### src/rtl/tlbw_pkg.sv
package tlbw_pkg;

    localparam int VA_W     = 32;
    localparam int OFF_W    = 16;
    localparam int VPN_W    = VA_W - OFF_W;
    localparam int PFN_W    = 16;
    localparam int PRESENT_BIT = 31;

    typedef enum logic [1:0] {
        ACC_FETCH = 2'd0,
        ACC_LOAD  = 2'd1,
        ACC_STORE = 2'd2
    } acc_kind_e;

    typedef enum logic [1:0] {
        WK_IDLE,
        WK_ISSUE,
        WK_WAIT,
        WK_ANSWER
    } walk_state_e;

    typedef struct packed {
        logic             live;
        logic [VPN_W-1:0] vpn;
        logic [PFN_W-1:0] pfn;
    } xlat_slot_t;

    function automatic logic entry_present(input logic [31:0] word);
        return word[PRESENT_BIT];
    endfunction

    function automatic logic [PFN_W-1:0] entry_frame(input logic [31:0] word);
        return word[PFN_W-1:0];
    endfunction

    function automatic logic [VA_W-1:0] entry_addr(input logic [VA_W-1:0] base,
                                                   input logic [VPN_W-1:0] vpn);
        return base + (VA_W'(vpn) << 2);
    endfunction

endpackage

### src/rtl/tlbw_cam.sv
module tlbw_cam
    import tlbw_pkg::*;
#(
    parameter int SLOTS = 8
) (
    input  logic             clk,
    input  logic             rst,
    input  logic [VPN_W-1:0] look_vpn,
    output logic             look_hit,
    output logic [PFN_W-1:0] look_pfn,
    input  logic             clear_all,
    input  logic             fill_en,
    input  logic [VPN_W-1:0] fill_vpn,
    input  logic [PFN_W-1:0] fill_pfn
);
    localparam int PTR_W = (SLOTS > 1) ? $clog2(SLOTS) : 1;

    xlat_slot_t             slot_q [SLOTS];
    logic [PTR_W-1:0]       victim_q;
    logic [SLOTS-1:0]       match;
    logic [PFN_W-1:0]       pfn_or [SLOTS+1];

    assign pfn_or[0] = '0;

    for (genvar i = 0; i < SLOTS; i++) begin : g_slot
        assign match[i]    = slot_q[i].live && (slot_q[i].vpn == look_vpn);
        assign pfn_or[i+1] = pfn_or[i] | (match[i] ? slot_q[i].pfn : '0);

        always_ff @(posedge clk) begin
            if (rst || clear_all) begin
                slot_q[i].live <= 1'b0;
            end else if (fill_en && (victim_q == PTR_W'(i))) begin
                slot_q[i].live <= 1'b1;
            end
            if (fill_en && (victim_q == PTR_W'(i))) begin
                slot_q[i].vpn <= fill_vpn;
                slot_q[i].pfn <= fill_pfn;
            end
        end
    end

    assign look_hit = |match;
    assign look_pfn = pfn_or[SLOTS];

    always_ff @(posedge clk) begin
        if (rst) begin
            victim_q <= '0;
        end else if (fill_en && !clear_all) begin
            victim_q <= (victim_q == PTR_W'(SLOTS - 1)) ? '0 : victim_q + 1'b1;
        end
    end

endmodule

### src/rtl/tlbw_walker.sv
module tlbw_walker
    import tlbw_pkg::*;
(
    input  logic             clk,
    input  logic             rst,
    input  logic             start,
    input  logic [VA_W-1:0]  start_vaddr,
    input  logic [1:0]       start_kind,
    input  logic [VA_W-1:0]  start_base,
    output logic             busy,
    output logic             rd_valid,
    input  logic             rd_ready,
    output logic [VA_W-1:0]  rd_addr,
    input  logic             rd_rvalid,
    input  logic [31:0]      rd_rdata,
    output logic             fill_en,
    output logic [VPN_W-1:0] fill_vpn,
    output logic [PFN_W-1:0] fill_pfn,
    output logic             ans_done,
    output logic             ans_fault,
    output logic [VA_W-1:0]  ans_paddr,
    output logic [VA_W-1:0]  held_vaddr,
    output logic [1:0]       held_kind
);
    walk_state_e      state_q;
    logic [VA_W-1:0]  vaddr_q;
    logic [VA_W-1:0]  base_q;
    logic [1:0]       kind_q;
    logic [PFN_W-1:0] pfn_q;
    logic             miss_q;

    always_ff @(posedge clk) begin
        if (rst) begin
            state_q <= WK_IDLE;
            vaddr_q <= '0;
            base_q  <= '0;
            kind_q  <= '0;
            pfn_q   <= '0;
            miss_q  <= 1'b0;
        end else begin
            unique case (state_q)
                WK_IDLE: if (start) begin
                    state_q <= WK_ISSUE;
                    vaddr_q <= start_vaddr;
                    base_q  <= start_base;
                    kind_q  <= start_kind;
                end
                WK_ISSUE: if (rd_ready) state_q <= WK_WAIT;
                WK_WAIT: if (rd_rvalid) begin
                    state_q <= WK_ANSWER;
                    pfn_q   <= entry_frame(rd_rdata);
                    miss_q  <= !entry_present(rd_rdata);
                end
                WK_ANSWER: state_q <= WK_IDLE;
                default:   state_q <= WK_IDLE;
            endcase
        end
    end

    assign busy       = (state_q != WK_IDLE);
    assign rd_valid   = (state_q == WK_ISSUE);
    assign rd_addr    = entry_addr(base_q, vaddr_q[VA_W-1 -: VPN_W]);
    assign fill_en    = (state_q == WK_WAIT) && rd_rvalid && entry_present(rd_rdata);
    assign fill_vpn   = vaddr_q[VA_W-1 -: VPN_W];
    assign fill_pfn   = entry_frame(rd_rdata);
    assign ans_done   = (state_q == WK_ANSWER) && !miss_q;
    assign ans_fault  = (state_q == WK_ANSWER) && miss_q;
    assign ans_paddr  = {pfn_q, vaddr_q[OFF_W-1:0]};
    assign held_vaddr = vaddr_q;
    assign held_kind  = kind_q;

endmodule

### src/rtl/tlbw_top.sv
module tlbw_top
    import tlbw_pkg::*;
#(
    parameter int SLOTS = 8
) (
    input  logic        clk,
    input  logic        rst,
    input  logic        req_valid,
    input  logic [31:0] req_vaddr,
    input  logic [1:0]  req_kind,
    input  logic [31:0] pt_base,
    input  logic        inval_all,
    output logic        busy,
    output logic        done,
    output logic [31:0] paddr,
    output logic        fault,
    output logic [31:0] fault_vaddr,
    output logic [1:0]  fault_kind,
    output logic        rd_valid,
    input  logic        rd_ready,
    output logic [31:0] rd_addr,
    input  logic        rd_rvalid,
    input  logic [31:0] rd_rdata
);
    logic             cam_hit;
    logic [PFN_W-1:0] cam_pfn;
    logic             fill_en;
    logic [VPN_W-1:0] fill_vpn;
    logic [PFN_W-1:0] fill_pfn;
    logic             fast_ok;
    logic             walk_go;
    logic             ans_done;
    logic [VA_W-1:0]  ans_paddr;

    tlbw_cam #(.SLOTS(SLOTS)) cam_i (
        .clk       (clk),
        .rst       (rst),
        .look_vpn  (req_vaddr[VA_W-1 -: VPN_W]),
        .look_hit  (cam_hit),
        .look_pfn  (cam_pfn),
        .clear_all (inval_all),
        .fill_en   (fill_en),
        .fill_vpn  (fill_vpn),
        .fill_pfn  (fill_pfn)
    );

    assign fast_ok = req_valid && !busy && cam_hit && !inval_all;
    assign walk_go = req_valid && !busy && !(cam_hit && !inval_all);

    tlbw_walker walk_i (
        .clk         (clk),
        .rst         (rst),
        .start       (walk_go),
        .start_vaddr (req_vaddr),
        .start_kind  (req_kind),
        .start_base  (pt_base),
        .busy        (busy),
        .rd_valid    (rd_valid),
        .rd_ready    (rd_ready),
        .rd_addr     (rd_addr),
        .rd_rvalid   (rd_rvalid),
        .rd_rdata    (rd_rdata),
        .fill_en     (fill_en),
        .fill_vpn    (fill_vpn),
        .fill_pfn    (fill_pfn),
        .ans_done    (ans_done),
        .ans_fault   (fault),
        .ans_paddr   (ans_paddr),
        .held_vaddr  (fault_vaddr),
        .held_kind   (fault_kind)
    );

    assign done  = fast_ok || ans_done;
    assign paddr = ans_done ? ans_paddr : {cam_pfn, req_vaddr[OFF_W-1:0]};

endmodule

### config.mk
export PLATFORM = sky130hd
export DESIGN_NAME = tlbw_top
export DESIGN_NICKNAME = d
export VERILOG_FILES = /design/src/rtl/tlbw_pkg.sv /design/src/rtl/tlbw_cam.sv /design/src/rtl/tlbw_walker.sv /design/src/rtl/tlbw_top.sv
export SDC_FILE = /design/constraint.sdc
export NUM_CORES = 1
export LEC_CHECK = 0
export BUFFER_PORTS_ARGS = -buffer_cell sky130_fd_sc_hd__buf_2
export CAP_MARGIN = 20
export CORE_MARGIN = 1.5
export CORE_UTILIZATION = 55
export DETAILED_ROUTE_END_ITERATION = 8
export HOLD_SLACK_MARGIN = 0.06
export PLACE_DENSITY_LB_ADDON = 0.15
export SKIP_LAST_GASP = 1
export SLEW_MARGIN = 20
export SYNTH_ARGS = -nofsm -noshare
export SYNTH_HDL_FRONTEND = slang
export SYNTH_SLANG_ARGS = --single-unit
### constraint.sdc
create_clock -name clk -period 3.85 [get_ports clk]
set_input_delay 0.77 -clock clk [delete_from_list [all_inputs] [get_ports clk]]
set_output_delay 0.77 -clock clk [all_outputs]
set_load 0.02 [all_outputs]
==> impl_metrics.csv, run 1 <==
group,metric,value,unit
grt,antenna_found_initial,0,
min_path,min_path_cells,2,
clocking,htree_levels,2,
sta,slew_violations,0,
synthesis,synthCells,1131,
placement,gp_congestion,0.804,
cells_and_area,diodes,0,
setup_path,path_depth,11,
synthesis,synth_warnings,0,
placement,io_buffer_count,190,
clocking,cts_buffers,37,
setup_path,cp_max_fo,7,
synthesis,yosys.area.top_type,"edfxtp_1",
power,ir_worst_vdd,434,µV
clocking,hold_buffers,0,
synthesis,ys_ff_latch,352,
setup_path,crit_path_end,"paddr[16]",
setup_path,critical-path-max-stage-delay,0.42,ns
sta,fin_crit,3.80,ns
clocking,cts_buffer_depth,3,
run_status,status,"complete, no violations",
sta,tightest_slew,0.928,ns
synthesis,synth_cell_types,49,
synthesis,syn_nets,1263,
routing,drtIter0Drc,789,
grt,grt_use_total,25.8,%
synthesis,synthTopCellsByArea,"edfxtp_1 52%, dfxtp_1 12%, xor2_1 7.8%, mux2i_1 4.4%, nor2_1 2.7%",
setup_path,worstSetupPathType,"in2out",
setup_path,worstPathCellList,"buf_4 > buf_4 > xor2_1 > nor4_1 > buf_4 > nand2_1 > nor4bb_4 > buf_6 > a221oi_1 > a31oi_1 > buf_2",
clocking,cts_tree,"yes",
setup_path,start_kind,"input pin",
routing,drc,0,
setup_path,cp-end-kind,"primary output",
sta,fin_skew,0.0178,ns
synthesis,syn-mean-instance-area,13.4,µm²
sta,setup_viol,0,
synthesis,synth_top_area_share,52.2,%
sta,hold_slack,0.454,ns
synthesis,ys_seq_area_share,64.0,%
routing,routedWlPerCell,20.8,µm
setup_path,cp_top_family,"buffers and inverters",
setup_path,cp_data_required_time,3.08,ns
routing,postRouteAntennaNets,0,
sta,rsz0062_at_grt,"yes",
grt,grt_pass1_wl,55.4,mm
power,power.total,9.66,mW
power,power_leakage,7.69,nW
routing,drt-total-wl,36.7,mm
floorplan,die_w,169,µm
floorplan,die_area,28500,µm²
setup_path,slowest_stage,"nor4bb_4",
setup_path,r2r_end,"walk_i.base_q[23]$_SDFFE_PP0P_",
grt,grt_overflow_total,0,
setup_path,critPathMostFrequentCell,"buf_4",
job,drv_cap,0,
routing,drt-vias-per-instance,5.61,
clocking,cts_sinks,352,
min_path,hold_path.class,"reg2reg",
grt,grt_pass1_vias,9745,
floorplan,ios,206,
placement,dp_hpwl,23.9,mm
routing,vias,9903,
setup_path,path_buf_inv,5,
grt,grt_max_degree,59,
sta,fin_crit_sh,98.8,%
setup_path,reg2reg_depth,12,
cells_and_area,drive_gt1_share,29.4,%
cells_and_area,area_delta_synth_final,22.7,%
placement,dp.cells,1684,
setup_path,worstPathArrival,3.03,ns
floorplan,dieHeight,169,µm
synthesis,synth_edf_count,263,
power,power_density,521,nW/µm²
floorplan,coreArea,27000,µm²
clocking,clock_latency,0.52,ns
sta,relSlewSlack,38.1,%
setup_path,crit_start,"req_vaddr[22]",
synthesis,async_reset_ff_share,0,%
synthesis,synth_top_flop_cell,"edfxtp_1",
cells_and_area,final_nets,1527,
routing,dr.pass1.iters,5,
clocking,clockRootBuffer,"clkbuf_16",
cells_and_area,layout.cells.non_filler,1764,
floorplan,rows,60,
sta,max_clock_freq,263,MHz
clocking,path_clk_slew,0.05,ns
sta,hold_violations,0,
setup_path,r2r_start,"cam_i.slot_q[1][56]$_DFFE_PP_",
synthesis,synth_area,15100,µm²
floorplan,initial_utilization,56.1,%
setup_path,regToRegSetupSlack,1.04,ns
## state kept, by name (all words and copies together), names as in the netlist
register / cells
walk_i.held_kind: 2
walk_i.base_q: 32
walk_i.miss_q: 1
cam_i.victim_q: 3
walk_i.pfn_q: 16
walk_i.state_q: 2
cam_i.slot_q: 264
walk_i.held_vaddr: 32
## cell usage after synthesis, types with 27 or more instances
master,number
dfxtp_1,89
mux2i_1,67
a22o_1,32
nor2_1,109
a21oi_1,31
buf_4,31
nor4_1,27
a221oi_1,32
edfxtp_1,263
ha_1,27
xor2_1,134
nand2_1,73
## how the worst min path moves through the flow
stage	startpoint	end	slack (ns)
floorplan	walk_i.pfn_q[0]$_SDFFE_PP0P_	walk_i.pfn_q[0]$_SDFFE_PP0P_	0.44
CTS	walk_i.pfn_q[2]$_SDFFE_PP0P_	walk_i.pfn_q[2]$_SDFFE_PP0P_	0.46
global placement	walk_i.pfn_q[11]$_SDFFE_PP0P_	walk_i.pfn_q[11]$_SDFFE_PP0P_	0.44
finish	walk_i.pfn_q[2]$_SDFFE_PP0P_	walk_i.pfn_q[2]$_SDFFE_PP0P_	0.45
global route	walk_i.pfn_q[6]$_SDFFE_PP0P_	walk_i.pfn_q[6]$_SDFFE_PP0P_	0.47
detailed placement	walk_i.pfn_q[2]$_SDFFE_PP0P_	walk_i.pfn_q[2]$_SDFFE_PP0P_	0.45
## layout by cell type, fill, tap and decap left out, types with 26 or more instances in the layout
cell type    n
a21oi_1     30
mux2i_1     67
edfxtp_1   263
nor2_1     107
nand2_1     69
buf_2      169
clkbuf_16   38
dfxtp_1     88
xor2_1     133
a221oi_1    32
buf_4      108
ha_1        26
a22o_1      32
## timing repair
item / 4_1_cts / 5_1_grt
pin swaps: 12 / 25
buffers inserted: 8 / 8
gates resized for setup: 27 / 56
cloned: 0 / 0
endpoints found under the setup margin: 30 / 34
hold endpoints to repair: 0 / 0
## area by class of cell
class | count | area [µm²]
clock buffer | 49 | 1000
multi-input combinational | 681 | 5220
fill | 1888 | 8400
timing repair buffer | 302 | 1990
sequential | 352 | 9680
clock inverter | 18 | 154
tap | 341 | 427
inverter | 21 | 78.8
## logic make-up after synthesis
family | Yosys count | share of synthesized area [%]
and+or+nand+nor | 269 | 8.24
xor gates and xnor gates | 156 | 9.03
buffers and inverters | 98 | 3.72
muxes | 83 | 5.63
DFF | 352 | 64.0
AOI/OAI and AO/OA | 145 | 7.01
adders and majority gates | 28 | 2.37
## report_power, final
part	leakage, nW	total [mW]	internal, mW	switching, mW
clock network	0.562	3.39	1.98	1.42
registers	3.13	4.44	4.31	0.131
logic	4.00	1.83	0.708	1.13
total	7.69	9.66	6.99	2.67
## through the flow
stage	setup WS [ns]	util, %	instance area [µm²]	setup TNS [ns]
2_1_floorplan	0.314	-	15100	0
3_3_place_gp	-0.163	63.0	17000	-1.38
3_5_place_dp	-0.142	63.0	17000	-1.18
4_1_cts	-0.00204	67.9	18300	-0.00204
5_1_grt	-0.0437	68.8	18600	-0.199
6_report	0.0469	68.8	18600	0
## routing by layer
metal	routed length, µm	vias to the layer above	GRT usage, %
met4	458	0	5.32
met2	17400	308	41.6
met3	2260	33	4.61
li1	-	4654	-
met1	16600	4908	37.0
met5	0	-	0
## worst min-delay path, stage by stage (launching register included)
cell and delay, ns:
dfxtp_1 0.30, nand2_1 0.05, a21oi_1 0.05
(Power assumes the default switching activity.)
==> inputs of run 2 (changes only) <==
--- a/config.mk
+++ b/config.mk
@@ -12,6 +12,7 @@
 export DETAILED_ROUTE_END_ITERATION = 8
 export HOLD_SLACK_MARGIN = 0.06
 export PLACE_DENSITY_LB_ADDON = 0.15
+export RECOVER_POWER = 100
 export SKIP_LAST_GASP = 1
 export SLEW_MARGIN = 20
 export SYNTH_ARGS = -nofsm -noshare
==> impl_metrics.csv, run 2 (synthesis gave the netlist of run 1 again) <==
group,metric,value,unit
run_status,status,"complete, no violations",
cells_and_area,mostFrequentLayoutCell,"edfxtp_1",
routing,vias,9888,
routing,drt-total-wl,36.5,mm
routing,drc,0,
clocking,cts_buffers,37,
floorplan,rows,60,
sta,fin_crit_sh,98.4,%
sta,setup_viol,0,
cells_and_area,design_area,18500,µm²
min_path,hold_start,"walk_i.pfn_q[2]$_SDFFE_PP0P_",
power,ir_worst_vdd,434,µV
setup_path,cp-end-kind,"primary output",
grt,grt_use_met1,37.0,%
clocking,cts_sinks,352,
power,power.total,9.65,mW
setup_path,crit_start,"req_vaddr[22]",
sta,slew_violations,0,
cells_and_area,layout.cells.non_filler,1764,
sta,fin_crit,3.79,ns
power,power_density,521,nW/µm²
cells_and_area,area_delta_synth_final,22.4,%
setup_path,worstSetupPathType,"in2out",
grt,met3_usage,4.61,%
routing,drt-vias-per-instance,5.61,
setup_path,worstPathArrival,3.02,ns
clocking,hold_buffers,0,
clocking,clock_latency,0.52,ns
setup_path,reg2reg_depth,12,
grt,grt_pass1_wl,55.4,mm
cells_and_area,fillers,1898,
grt,use_met2,41.6,%
routing,dr.pass1.iters,5,
job,drv_cap,0,
floorplan,ios,206,
clocking,cts_buffer_depth,3,
cells_and_area,top_register,"cam_i.slot_q",
placement,dpl-instance-area,17000,µm²
cells_and_area,layout_common_cells,"263 x edfxtp_1, 153 x buf_2, 133 x xor2_1, 107 x nor2_1, 102 x buf_4",
sta,relSlewSlack,37.1,%
power,power_leakage,7.63,nW
sta,rsz0062_at_grt,"yes",
floorplan,die_area,28500,µm²
placement,io_buffer_count,190,
cells_and_area,final_nets,1527,
clocking,htree_levels,2,
cells_and_area,largest_reg_flops,264,
sta,tightest_slew,0.943,ns
grt,antenna_found_initial,0,
clocking,clockRootBuffer,"clkbuf_16",
floorplan,coreArea,27000,µm²
grt,grt_max_degree,59,
setup_path,cp_data_required_time,3.08,ns
routing,routedWlPerCell,20.7,µm
floorplan,die_w,169,µm
setup_path,r2r_start,"cam_i.slot_q[1][56]$_DFFE_PP_",
grt,grt_use_total,25.8,%
grt,grt.busiest_layer,"met2",
min_path,min_path_cells,2,
setup_path,cp_max_fo,7,
sta,fin_skew,0.0176,ns
placement,dp_hpwl,23.9,mm
cells_and_area,drive_gt1_share,27.8,%
grt,grt_overflow_total,0,
routing,postRouteAntennaNets,0,
clocking,cts_tree,"yes",
routing,drtIter0Drc,706,
floorplan,dieHeight,169,µm
setup_path,start_kind,"input pin",
placement,gp_congestion,0.804,
cells_and_area,diodes,0,
cells_and_area,utilization,68.7,%
floorplan,initial_utilization,56.1,%
min_path,hold_path.class,"reg2reg",
placement,dp.cells,1684,
grt,grt_pass1_vias,9745,
sta,max_clock_freq,264,MHz
sta,hold_violations,0,
clocking,path_clk_slew,0.05,ns
sta,hold_slack,0.454,ns
run 2: cell types whose count changed in the layout (fill, tap and decap cells not counted), sizes merged:
cell	change
buf	-22
clkbuf	+22
run 2: layout make-up:
| class | count | area, µm² | area share (%) |
|---|---|---|---|
| Multi-Input combinational cell | 681 | 5220 | 28.2 |
| Clock buffer | 49 | 1000 | 5.41 |
| Inverter | 21 | 78.8 | 0.426 |
| Timing Repair Buffer | 302 | 1950 | 10.5 |
| Clock inverter | 18 | 154 | 0.831 |
| Tap cell | 341 | 427 | 2.30 |
| Sequential cell | 352 | 9680 | 52.3 |
run 2: through the flow:
step | setup WS [ns] | setup TNS [ns]
6_report | 0.0603 | 0
5_1_grt | -0.0437 | -0.199
4_1_cts | -0.00204 | -0.00204
3_5_place_dp | -0.142 | -1.18
3_3_place_gp | -0.163 | -1.38
2_1_floorplan | 0.314 | 0
run 2: worst paths after layout:
check	slack [ns]	end
setup / recovery	0.06	paddr[29]
hold / removal	0.45	walk_i.pfn_q[2]$_SDFFE_PP0P_
setup reg to reg	1.04	walk_i.base_q[23]$_SDFFE_PP0P_
hold reg to reg	0.45	walk_i.pfn_q[2]$_SDFFE_PP0P_
run 2: per-layer routing:
metal / wire length [µm] / up-vias
li1: - / 4659
met1: 16200 / 4860
met2: 17200 / 337
met3: 2590 / 32
met4: 460 / 0
met5: 0 / -
run 2: critical path, stage by stage:
cell,delay [ns]
buf_4,0.17
buf_4,0.17
xor2_1,0.15
nor4_1,0.27
buf_4,0.18
nand2_1,0.08
nor4bb_4,0.42
buf_6,0.21
buf_12,0.12
a221oi_1,0.08
a31oi_1,0.21
buf_4,0.18
run 2: timing repair:
| item | CTS | global route |
|---|---|---|
| buffers inserted | 8 | 8 |
| pin swaps | 12 | 25 |
| gates resized for setup | 27 | 56 |
| setup endpoints to repair | 30 | 34 |
run 2: power by group:
part | switching [mW] | internal, mW | leakage, nW
combinational | 1.12 | 0.696 | 3.93
clock | 1.42 | 1.98 | 0.562
sequential | 0.130 | 4.31 | 3.13
==> inputs of run 3 (changes only) <==
--- a/config.mk
+++ b/config.mk
@@ -7,6 +7,7 @@
 export LEC_CHECK = 0
 export BUFFER_PORTS_ARGS = -buffer_cell sky130_fd_sc_hd__buf_2
 export CAP_MARGIN = 20
+export CORE_ASPECT_RATIO = 0.8
 export CORE_MARGIN = 1.5
 export CORE_UTILIZATION = 55
 export DETAILED_ROUTE_END_ITERATION = 8
==> constraint.sdc (replaced) <==
create_clock -name clk -period 4.8 [get_ports clk]
set_input_delay 0.96 -clock clk [delete_from_list [all_inputs] [get_ports clk]]
set_output_delay 0.96 -clock clk [all_outputs]
set_load 0.02 [all_outputs]
==> impl_metrics.csv, run 3 (synthesis gave the netlist of run 1 again) <==
group,metric,value,unit
cells_and_area,mostFrequentLayoutCell,"edfxtp_1",
setup_path,reg2reg_depth,9,
floorplan,coreArea,27200,µm²
setup_path,cp_data_required_time,3.84,ns
job,drv_cap,4,
sta,fin_crit_sh,95.6,%
setup_path,slowest_stage,"clkbuf_1",
min_path,hold_start,"walk_i.pfn_q[10]$_SDFFE_PP0P_",
cells_and_area,largest_reg_flops,264,
run_status,status,"finished with violations",
setup_path,critical-path-max-stage-delay,0.41,ns
placement,dp.cells,1658,
floorplan,dieHeight,151,µm
clocking,cts_setup_buffers,0,
setup_path,r2r_start,"walk_i.state_q[0]$_SDFFE_PP0P_",
min_path,hold_end,"walk_i.pfn_q[10]$_SDFFE_PP0P_",
routing,drt-total-wl,36.3,mm
clocking,cts_buffers,36,
sta,fin_crit,4.59,ns
grt,grt_max_degree,67,
routing,drc,0,
clocking,cts_tree,"yes",
setup_path,critPathMostFrequentCell,"a21o_1",
cells_and_area,top_register,"cam_i.slot_q",
setup_path,worstPathCellList,"clkbuf_1 > ha_1 > a21o_1 > a21o_1 > a21oi_1 > o21ai_0 > nand2_1 > a221o_1 > nor2_1 > xor2_1 > clkbuf_2",
cells_and_area,layout_common_cells,"263 x edfxtp_1, 146 x clkbuf_1, 134 x xor2_1, 109 x nor2_1, 89 x dfxtp_1",
clocking,clockRootBuffer,"clkbuf_16",
routing,vias,9691,
placement,io_buffer_count,190,
grt,antenna_found_initial,2,
setup_path,worstPathArrival,3.63,ns
setup_path,path_buf_inv,2,
setup_path,cp_top_family,"compound AO/OA/AOI/OAI gates",
floorplan,die_w,188,µm
run_status,violations,"max-capacitance violations, max-slew violations",
min_path,hold_path.class,"reg2reg",
sta,tightest_slew,2.91,ns
power,power_density,431,nW/µm²
grt,grt_use_total,25.7,%
floorplan,rows,54,
sta,max_clock_freq,218,MHz
cells_and_area,design_area,17500,µm²
clocking,htree_levels,2,
power,power.total,7.53,mW
placement,gp_congestion,0.812,
sta,hold_slack,0.456,ns
clocking,cts_sinks,352,
grt,grt_pass1_vias,9428,
clocking,cts_resized,0,
routing,routedWlPerCell,21.1,µm
routing,drt-vias-per-instance,5.62,
setup_path,worstSetupPathType,"reg2out",
sta,setup_viol,0,
routing,drtIter0Drc,939,
cells_and_area,multiInputGateArea,4990,µm²
setup_path,cp_max_fo,11,
power,power_leakage,6.72,nW
sta,fin_skew,0.0223,ns
cells_and_area,final_nets,1464,
min_path,min_path_cells,2,
sta,relSlewSlack,-93.9,%
sta,fin_tns_setup,0,ns
floorplan,die_area,28500,µm²
clocking,clock_latency,0.52,ns
sta,rsz0062_at_grt,"no",
grt,grt_overflow_total,0,
cells_and_area,diodes,0,
floorplan,initial_utilization,55.7,%
placement,dpl-instance-area,16700,µm²
routing,dr.pass1.iters,5,
setup_path,r2r_end,"cam_i.slot_q[0][11]$_DFFE_PP_",
sta,hold_violations,0,
routing,postRouteAntennaNets,0,
setup_path,cp-end-kind,"primary output",
cells_and_area,drive_gt1_share,13.2,%
power,ir_worst_vdd,331,µV
clocking,cts_buffer_depth,3,
clocking,path_clk_slew,0.06,ns
setup_path,regToRegSetupSlack,0.55,ns
cells_and_area,fillers,2108,
placement,dp_hpwl,23.4,mm
setup_path,start_kind,"flop",
cells_and_area,layout.cells.non_filler,1724,
cells_and_area,area_delta_synth_final,15.6,%
sta,slew_violations,178,
grt,grt_pass1_wl,55.2,mm
floorplan,ios,206,
cells_and_area,register_area,9680,µm²
clocking,hold_buffers,0,
==> run 3: worst max path at each step <==
stage / start / to / slack [ns] / cells after the start
global placement: req_vaddr[21] / done / 0.49 / 10
global route: walk_i.held_vaddr[16]$_SDFFE_PP0P_ / rd_addr[24] / 0.06 / 12
floorplan: req_vaddr[21] / paddr[25] / 0.93 / 10
finish: walk_i.held_vaddr[17]$_SDFFE_PP0P_ / rd_addr[27] / 0.21 / 11
CTS: walk_i.held_vaddr[16]$_SDFFE_PP0P_ / rd_addr[24] / 0.27 / 12
detailed placement: req_vaddr[20] / done / 0.45 / 11
==> run 3: cell type report <==
cell class              count  area share [%]
inverters                  21           0.451
multi-input cells         681            28.6
well taps                 364            2.61
clock buffers              51            5.77
clock inverters            15           0.458
flip-flops and latches    352            55.4
repair buffers            240            6.78
==> run 3: metrics by stage <==
stage | utilization (%) | worst slack [ns]
global route | 64.4 | 0.0609
detailed placement | 61.4 | 0.454
CTS | 65.4 | 0.270
global placement | 61.4 | 0.493
floorplan | - | 0.929
finish | 64.4 | 0.212
==> run 3: layer usage <==
metal	vias to the layer above	share of wire, %	GRT usage (%)	wire [µm]
met1	4712	46	38.5	16800
li1	4517	-	-	-
met5	-	0.033	0	12
met4	2	1.1	5.16	393
met3	38	8.9	5.33	3240
met2	422	44	39.1	15900
==> run 3: tightest hold or removal path, delay by kind of cell (launching register included) <==
kind,cells,cell delay [ns]
AOI/OAI and AO/OA,1,0.05
DFF,1,0.31
and+or+nand+nor,1,0.05
==> run 3: report_power, final <==
| group | total [mW] | internal [mW] | switching [mW] | leakage [nW] |
|---|---|---|---|---|
| clock network | 2.60 | 1.47 | 1.13 | 0.539 |
| logic | 1.36 | 0.477 | 0.886 | 3.05 |
| registers | 3.57 | 3.46 | 0.111 | 3.13 |
